==> src/rtl/cop_seq_pkg.sv <==
package cop_seq_pkg;

  typedef enum logic [2:0] {
    ST_IDLE,
    ST_ISSUE,
    ST_BUSY,
    ST_XFER,
    ST_DONE,
    ST_FETCH,
    ST_UNDEF
  } seq_state_e;

  localparam logic [1:0] SIZE_WORD   = 2'd2;
  localparam int unsigned STEP_BYTES = 4;
  localparam int unsigned ISSUE_OFF  = 8;
  localparam int unsigned RESUME_OFF = 12;

endpackage

==> src/rtl/cop_seq_fsm.sv <==
module cop_seq_fsm
  import cop_seq_pkg::*;
(
  input  logic       clk,
  input  logic       rst_n,
  input  logic       start_i,
  input  logic       cp_absent_i,
  input  logic       cp_busy_i,
  output seq_state_e state_o,
  output logic       ev_accept_o,
  output logic       ev_last_o
);

  seq_state_e state_q, state_d;

  // Named events shared with the address unit and the output decoder
  logic ev_absent, ev_stall;

  assign ev_accept_o = (state_q == ST_IDLE) && start_i;
  assign ev_absent   = (state_q == ST_ISSUE) && cp_absent_i;
  assign ev_stall    = ((state_q == ST_ISSUE) && !cp_absent_i && cp_busy_i) ||
                       ((state_q == ST_BUSY) && cp_busy_i);
  assign ev_last_o   = (state_q == ST_XFER) && cp_absent_i && cp_busy_i;

  always_comb begin
    state_d = state_q;
    unique case (state_q)
      ST_IDLE:  if (ev_accept_o) state_d = ST_ISSUE;
      ST_ISSUE: begin
        if (ev_absent)     state_d = ST_UNDEF;
        else if (ev_stall) state_d = ST_BUSY;
        else               state_d = ST_XFER;
      end
      ST_BUSY:  if (!ev_stall) state_d = ST_XFER;
      ST_XFER:  if (ev_last_o) state_d = ST_DONE;
      ST_DONE:  state_d = ST_FETCH;
      ST_FETCH: state_d = ST_IDLE;
      ST_UNDEF: state_d = ST_IDLE;
      default:  state_d = ST_IDLE;
    endcase
  end

  always_ff @(posedge clk or negedge rst_n) begin
    if (!rst_n) state_q <= ST_IDLE;
    else        state_q <= state_d;
  end

  assign state_o = state_q;

endmodule

==> src/rtl/cop_seq_addr.sv <==
module cop_seq_addr
  import cop_seq_pkg::*;
#(
  parameter int unsigned AW = 32
) (
  input  logic          clk,
  input  logic          rst_n,
  input  logic          load_i,
  input  logic          step_i,
  input  logic [AW-1:0] pc_i,
  input  logic [AW-1:0] base_i,
  output logic [AW-1:0] issue_addr_o,
  output logic [AW-1:0] resume_addr_o,
  output logic [AW-1:0] xfer_addr_o
);

  localparam logic [AW-1:0] STEP   = AW'(STEP_BYTES);
  localparam logic [AW-1:0] OFF_IS = AW'(ISSUE_OFF);
  localparam logic [AW-1:0] OFF_RS = AW'(RESUME_OFF);

  function automatic logic [AW-1:0] word_align(input logic [AW-1:0] a);
    return {a[AW-1:2], 2'b00};
  endfunction

  function automatic logic [AW-1:0] next_word(input logic [AW-1:0] a);
    return a + STEP;
  endfunction

  function automatic logic [AW-1:0] pc_plus(input logic [AW-1:0] pc,
                                            input logic [AW-1:0] off);
    return pc + off;
  endfunction

  logic [AW-1:0] pc_q, xa_q;

  always_ff @(posedge clk or negedge rst_n) begin
    if (!rst_n) begin
      pc_q <= '0;
      xa_q <= '0;
    end else if (load_i) begin
      pc_q <= pc_i;
      xa_q <= word_align(base_i);
    end else if (step_i) begin
      xa_q <= next_word(xa_q);
    end
  end

  assign issue_addr_o  = pc_plus(pc_q, OFF_IS);
  assign resume_addr_o = pc_plus(pc_q, OFF_RS);
  assign xfer_addr_o   = xa_q;

endmodule

==> src/rtl/cop_seq_outdec.sv <==
module cop_seq_outdec
  import cop_seq_pkg::*;
#(
  parameter int unsigned AW = 32
) (
  input  seq_state_e    state_i,
  input  logic          cp_absent_i,
  input  logic          cp_busy_i,
  input  logic          ev_last_i,
  input  logic [AW-1:0] issue_addr_i,
  input  logic [AW-1:0] resume_addr_i,
  input  logic [AW-1:0] xfer_addr_i,
  output logic [AW-1:0] addr_o,
  output logic          mem_idle_o,
  output logic          burst_o,
  output logic          wr_o,
  output logic          ifetch_n_o,
  output logic          cop_instr_n_o,
  output logic [1:0]    size_o,
  output logic          done_o,
  output logic          undef_o
);

  always_comb begin
    addr_o        = '0;
    mem_idle_o    = 1'b1;
    burst_o       = 1'b0;
    wr_o          = 1'b0;
    ifetch_n_o    = 1'b1;
    cop_instr_n_o = 1'b1;
    done_o        = 1'b0;
    undef_o       = 1'b0;
    unique case (state_i)
      ST_ISSUE: begin
        addr_o        = issue_addr_i;
        ifetch_n_o    = 1'b0;
        cop_instr_n_o = 1'b0;
        mem_idle_o    = cp_absent_i | cp_busy_i;
      end
      ST_BUSY: begin
        addr_o        = issue_addr_i;
        cop_instr_n_o = 1'b0;
        mem_idle_o    = cp_busy_i;
      end
      ST_XFER: begin
        addr_o     = xfer_addr_i;
        wr_o       = 1'b1;
        mem_idle_o = 1'b0;
        burst_o    = !ev_last_i;
      end
      ST_DONE: begin
        addr_o = resume_addr_i;
        done_o = 1'b1;
      end
      ST_FETCH: begin
        addr_o     = resume_addr_i;
        mem_idle_o = 1'b0;
        ifetch_n_o = 1'b0;
      end
      ST_UNDEF: undef_o = 1'b1;
      default: ;
    endcase
  end

  assign size_o = SIZE_WORD;

endmodule

==> src/rtl/cop_store_seq.sv <==
module cop_store_seq
  import cop_seq_pkg::*;
#(
  parameter int unsigned AW = 32
) (
  input  logic          clk,
  input  logic          rst_n,
  input  logic          start_i,
  input  logic [AW-1:0] pc_i,
  input  logic [AW-1:0] base_i,
  input  logic          cp_absent_i,
  input  logic          cp_busy_i,
  output logic [AW-1:0] addr_o,
  output logic          mem_idle_o,
  output logic          burst_o,
  output logic          wr_o,
  output logic          ifetch_n_o,
  output logic          cop_instr_n_o,
  output logic [1:0]    size_o,
  output logic          done_o,
  output logic          undef_o
);

  seq_state_e    state;
  logic          ev_accept, ev_last, ev_step;
  logic [AW-1:0] issue_addr, resume_addr, xfer_addr;

  cop_seq_fsm u_fsm (
    .clk         (clk),
    .rst_n       (rst_n),
    .start_i     (start_i),
    .cp_absent_i (cp_absent_i),
    .cp_busy_i   (cp_busy_i),
    .state_o     (state),
    .ev_accept_o (ev_accept),
    .ev_last_o   (ev_last)
  );

  // Advance the word pointer on every transfer cycle that is not the last
  assign ev_step = (state == ST_XFER) && !ev_last;

  cop_seq_addr #(.AW(AW)) u_addr (
    .clk           (clk),
    .rst_n         (rst_n),
    .load_i        (ev_accept),
    .step_i        (ev_step),
    .pc_i          (pc_i),
    .base_i        (base_i),
    .issue_addr_o  (issue_addr),
    .resume_addr_o (resume_addr),
    .xfer_addr_o   (xfer_addr)
  );

  cop_seq_outdec #(.AW(AW)) u_dec (
    .state_i       (state),
    .cp_absent_i   (cp_absent_i),
    .cp_busy_i     (cp_busy_i),
    .ev_last_i     (ev_last),
    .issue_addr_i  (issue_addr),
    .resume_addr_i (resume_addr),
    .xfer_addr_i   (xfer_addr),
    .addr_o        (addr_o),
    .mem_idle_o    (mem_idle_o),
    .burst_o       (burst_o),
    .wr_o          (wr_o),
    .ifetch_n_o    (ifetch_n_o),
    .cop_instr_n_o (cop_instr_n_o),
    .size_o        (size_o),
    .done_o        (done_o),
    .undef_o       (undef_o)
  );

endmodule

==> config.mk <==
export PLATFORM = sky130hd
export DESIGN_NAME = cop_store_seq
export DESIGN_NICKNAME = d
export VERILOG_FILES = /design/src/rtl/cop_seq_pkg.sv /design/src/rtl/cop_seq_fsm.sv /design/src/rtl/cop_seq_addr.sv /design/src/rtl/cop_seq_outdec.sv /design/src/rtl/cop_store_seq.sv
export SDC_FILE = /design/constraint.sdc
export NUM_CORES = 1
export LEC_CHECK = 0
export ABC_AREA = 1
export BUFFER_PORTS_ARGS = -buffer_cell sky130_fd_sc_hd__buf_2
export CAP_MARGIN = 15
export CORE_MARGIN = 5
export CORE_UTILIZATION = 30
export DETAILED_ROUTE_END_ITERATION = 10
export GPL_TIMING_DRIVEN = 0
export SYNTH_ARGS = -nofsm -noshare
export SYNTH_HDL_FRONTEND = slang
export SYNTH_SLANG_ARGS = --single-unit
==> constraint.sdc <==
create_clock -name clk -period 2.5 [get_ports clk]
set_input_delay 0.25 -clock clk [delete_from_list [all_inputs] [get_ports clk]]
set_output_delay 0.25 -clock clk [all_outputs]
set_load 0.02 [all_outputs]
# [Word-level counts from Yosys, hierarchy flattened]
# Index checks and enable logic that the tools add are counted.
[word_totals] regBits=67 in_bits=69 output_inout_bits=41 elab_cells=50
[op_classes] addsub=3 n_eq_ne=9 muxes=16 n_bitwise=1 reduce_logical=18
[op_table] op="$pmux 32 s3" n=1
[op_table] op="$add 32x4->32 const B" n=2
[op_table] op="$mux 32" n=2
[op_table] op="$add 32x3->32 const B" n=1
[op_table] op="$pmux 3 s5" n=1
[op_table] op="$mux 3" n=4
[op_table] op="$eq 3x3->1 const B" n=3
[op_table] op="$logic_and 1x1->1" n=8
[op_table] op="$reduce_or 2->1" n=4
[op_table] op="$mux 1" n=7
[op_table] op="$eq 3x2->1 const B" n=2
[op_table] op="$ne 2x2->1 const B" n=2
[op_table] op="$eq 3x1->1 const B" n=1
[op_table] op="$logic_not 3->1" n=1
[op_table] op="$pmux 1 s3" n=1
[op_table] op="$reduce_and 3->1" n=1
[op_table] op="$logic_not 1->1" n=2
[op_table] op="$ne 2x1->1 const B" n=1
[op_table] op="$reduce_bool 2->1" n=1
[op_table] op="$logic_or 1x1->1" n=1
[op_table] op="$or 1x1->1" n=1

# [Depth between registers and ports, before layout]
[depth] ltp_word=7 ltp_mapped=10 depth_no_buf=10

# [Hierarchy]
# Synthesis repeated with hierarchy kept, for this count alone.
[hier_totals] hier_cells=983 hier_area_um2=5974.5
[by_module_without_submodules] mod="cop_seq_addr" instances=1 cells_each=709 area_per_inst_um2=4625.7 seq_area_each_um2=1551.5
[by_module_without_submodules] mod="cop_seq_outdec" instances=1 cells_each=236 area_per_inst_um2=1111.1 seq_area_each_um2=0.0
[by_module_without_submodules] mod="cop_seq_fsm" instances=1 cells_each=33 area_per_inst_um2=216.5 seq_area_each_um2=75.1
[by_module_without_submodules] mod="cop_store_seq" instances=1 cells_each=5 area_per_inst_um2=21.3 seq_area_each_um2=0.0

# [Least setup slack after synthesis]
# OpenSTA, ideal clock, no wires.
[synth_timing] path_kind="reg-to-output" start="register u_addr.pc_q[4]" end="output addr_o[25]" arrival_ns=1.526 required_ns=2.250 path_slack_ns=0.724 path_stages_with_launch=10 n_path_buf=0 cell_sequence="dfrtp_1 -> ha_1 -> nand3_1 -> inv_1 -> nand2_1 -> nor2_1 -> nand2_1 -> nand2_1 -> nand3_1 -> nand3_1"
[synth_between] elab_chain_len=2 word_cells_on_any_way=3 cone_classes="add/sub: 2; mux: 1"
[synth_rtl] element="start, declared" line="cop_seq_addr.sv:34" rtl="logic [AW-1:0] pc_q, xa_q;"
[synth_rtl] element="start signal, assigned" line="cop_seq_addr.sv:41" rtl="pc_q <= pc_i;"
[synth_rtl] element="$add 32x4->32" line="cop_seq_addr.sv:31" rtl="return pc + off;"
[synth_rtl] element="$pmux 32 s3 (*)" line="cop_seq_outdec.sv:33" rtl="unique case (state_i)"
[synth_rtl] element="end, declared" line="cop_store_seq.sv:13" rtl="output logic [AW-1:0] addr_o,"
# Mark *: on every way between the ends. The rest lies on a longest branch, timed or not.

# [Worst setup path in the final report]
[layout_timing] start="register u_addr.pc_q[5]" end="output addr_o[26]"
# Same word-level chain as after synthesis.

==> flow_summary.json <==
{
  "area_growth_pct": 22.0,
  "wl_met2_um": 10100,
  "critical-path-slowest-cell": "dfrtp_1",
  "die_w_um": 146,
  "synth.most_common_cell": "nand2_1",
  "synth_top_area_cell": "dfrtp_1",
  "synthCells": 952,
  "cpPeakStageDelay_ns": 0.45,
  "slew_violations": 0,
  "clk_pin_slew_ns": 0.05,
  "vias": 6560,
  "wl_met1_um": 9390,
  "fin_crit_ns": 2.38,
  "grt_use_total": 0.202,
  "drt_iter0_drc": 517,
  "crit_path_start_kind": "flop",
  "cts_buffers": 9,
  "skew_ns": 0.00459,
  "hold_violations": 0,
  "critical_path.most_common_cell": "nand2_1",
  "portBuffers": 105,
  "min_path_cells": 3,
  "rsz0062_at_grt": "yes",
  "async_flop_share": 1.00,
  "fmax_ghz": 0.421,
  "core_um2": 18000,
  "drv_cap": 0,
  "post-cts-setup-buffer-count": 0,
  "synth_fp_nets": 1025,
  "outcome": "finished, final reports clean",
  "worst-path-max-fanout": 6,
  "yosysWarnings": 0,
  "cellLeakagePower_uw": 0.00320,
  "required_ns": 2.25,
  "tightest_slew_ns": 0.568,
  "via_per_inst": 5.04,
  "drtAntennaViolNets": 0,
  "r2r_cells": 6,
  "wire_per_inst_um": 16.7,
  "synth_flop_cell": "dfrtp_1",
  "period_share": 0.950,
  "cts_sinks": 65,
  "tns_ns": 0,
  "synth_top_area_frac": 0.295,
  "worstSetupPathType": "flop to output pin",
  "ys_seq_elements": 65,
  "ctsRootBufferMaster": "clkbuf_16",
  "highest_layer": "met4",
  "pin_count": 110,
  "num_antenna_cells": 0,
  "dpl.cell_count": 1287,
  "core.rowCount": 49,
  "num-nets-final": 1143,
  "yosys-top-cells-count": "nand2_1, nand3_1, nor2_1, inv_1, dfrtp_1",
  "grt_max_degree": 42,
  "ir_drop_uv": 587,
  "cts_max_level": 3,
  "syn_area_um2": 5520,
  "insertion_delay_ns": 0.35,
  "synth-edff-count": 0,
  "timing.rr.end": "u_addr.pc_q[30]",
  "r2r-start": "u_fsm.state_o[1]",
  "hpwl_um": 16900,
  "clk_path_buf_depth": 2,
  "drc": 0,
  "cts_tree": "yes",
  "hold_path_class": "input port to flop",
  "synthTopCellsByArea": "dfrtp_1, nand2_1, nand3_1",
  "slew_headroom": 0.621,
  "endpoint_kind": "output pin",
  "setup_violations": 0,
  "grt_pass1_wl_um": 34300,
  "grt_pass1_vias": 6374,
  "wl_met3_um": 1390,
  "holdCritStartpoint": "pc_i[0]",
  "powerDensity_nw_per_um2": 1210,
  "syn_avg_cell_area_um2": 5.80,
  "die_h_um": 146,
  "path_cells": "nand2_1, nor2_4, nand2_1, nor2_1, nand2_1, nand2_1, nand3_1, nand3_1, buf_2",
  "arrival_ns": 2.13,
  "start_util": 0.306,
  "critPathLaunch": "u_addr.pc_q[5]",
  "die-area_um2": 21200,
  "fin_cells": 1301,
  "synthDistinctLibCells": 36,
  "grt-ovfl-total": 0,
  "yosysSeqAreaShare": 0.295,
  "dr.pass1.iters": 6,
  "drive_above_1_share": 0.167,
  "wl_um": 21700,
  "antenna_found_initial": 0,
  "min_to": "u_addr.pc_q[0]",
  "routabilityCongestion": 0.956,
  "r2r_slack_ns": 0.65
}
power by group:
group          total [uW]  switching, uW  leakage (uW)  internal [uW]
clock network        1210            473      0.000134            736
logic                4710           3230       0.00228           1480
registers            2270            721      0.000791           1550
total                8190           4420       0.00320           3760
cell families (layout without fill, tap and decap cells):
group,after synthesis,after routing,share of synthesized area
other cells,2,2,0.00136
xor+xnor,4,4,0.00634
simple gates,631,631,0.473
compound gates,114,114,0.118
flops,65,65,0.295
fa+ha+maj,4,4,0.00906
buf+inv,132,252,0.0972
state kept, by name, summed over array words and instances (netlist names):
signal              flops
u_fsm.state_o           3
u_addr.pc_q            32
u_addr.xfer_addr_o     30
worst max-delay path by stage:
stage,to,cells after the start,slack (ns)
floorplan,addr_o[25],9,0.72
global placement,addr_o[29],6,0.1
detailed placement,addr_o[17],10,0.08
CTS,addr_o[17],10,0.002
global route,addr_o[28],9,-0.03
finish,addr_o[26],9,0.12
worst max-delay path: cells and delay by family, from the launching register on:
kind                   cells  cell delay (ns)
buffers and inverters      1             0.17
flip-flops                 1             0.45
AND/OR/NAND/NOR            8             1.17
layout by cell type (no fill, tap or decap), types with 7 or more instances in the layout:
cell type | synthesis | final
o21ai_1 | 23 | 23
clkbuf_16 | 0 | 9
nor2_2 | 10 | 9
a21oi_1 | 8 | 8
buf_2 | 15 | 117
nor2_4 | 0 | 8
inv_1 | 97 | 94
nand3_1 | 128 | 127
dfrtp_1 | 65 | 63
nor2_1 | 123 | 116
nand2_2 | 2 | 8
nor3_1 | 7 | 7
inv_2 | 4 | 7
clkbuf_1 | 8 | 7
nand2_1 | 345 | 339
o211ai_1 | 12 | 12
o21ai_0 | 55 | 55
nand4_1 | 7 | 7
metal layers:
metal | track usage | vias up
met5 | 0 | -
met4 | 0.0882 | 0
met3 | 0.0405 | 52
met2 | 0.332 | 274
met1 | 0.258 | 2948
li1 | - | 3286
stage by stage:
| stage | area [um^2] | utilization | power [uW] | hold slack, ns | setup WS [ns] |
|---|---|---|---|---|---|
| floorplan | 5520 | - | 5150 | -0.0456 | 0.724 |
| global placement | 6330 | 0.351 | 6810 | 0.450 | 0.0995 |
| detailed placement | 6360 | 0.353 | 6870 | 0.194 | 0.0842 |
| CTS | 6680 | 0.371 | 8130 | 0.0866 | 0.00209 |
| global route | 6740 | 0.374 | 8840 | 0.118 | -0.0337 |
| finish | 6740 | 0.374 | 8190 | 0.0963 | 0.125 |
area by class of cell:
| class | count | area [um^2] |
|---|---|---|
| plain buffers | 28 | 158 |
| clock buffers | 13 | 270 |
| fillers | 2055 | 11300 |
| flip-flops and latches | 65 | 1630 |
| multi-input cells | 755 | 3440 |
| inverters | 104 | 390 |
| well taps | 229 | 287 |
| repair buffers | 107 | 566 |
repair_timing:
| action | CTS | global route |
|---|---|---|
| endpoints found under the setup margin | 21 | 23 |
| pin swaps | 0 | 1 |
| resized for setup | 14 | 19 |
| endpoints found under the hold margin | 24 | 0 |
| hold buffers | 1 | 0 |
(Power assumes the default switching activity.)
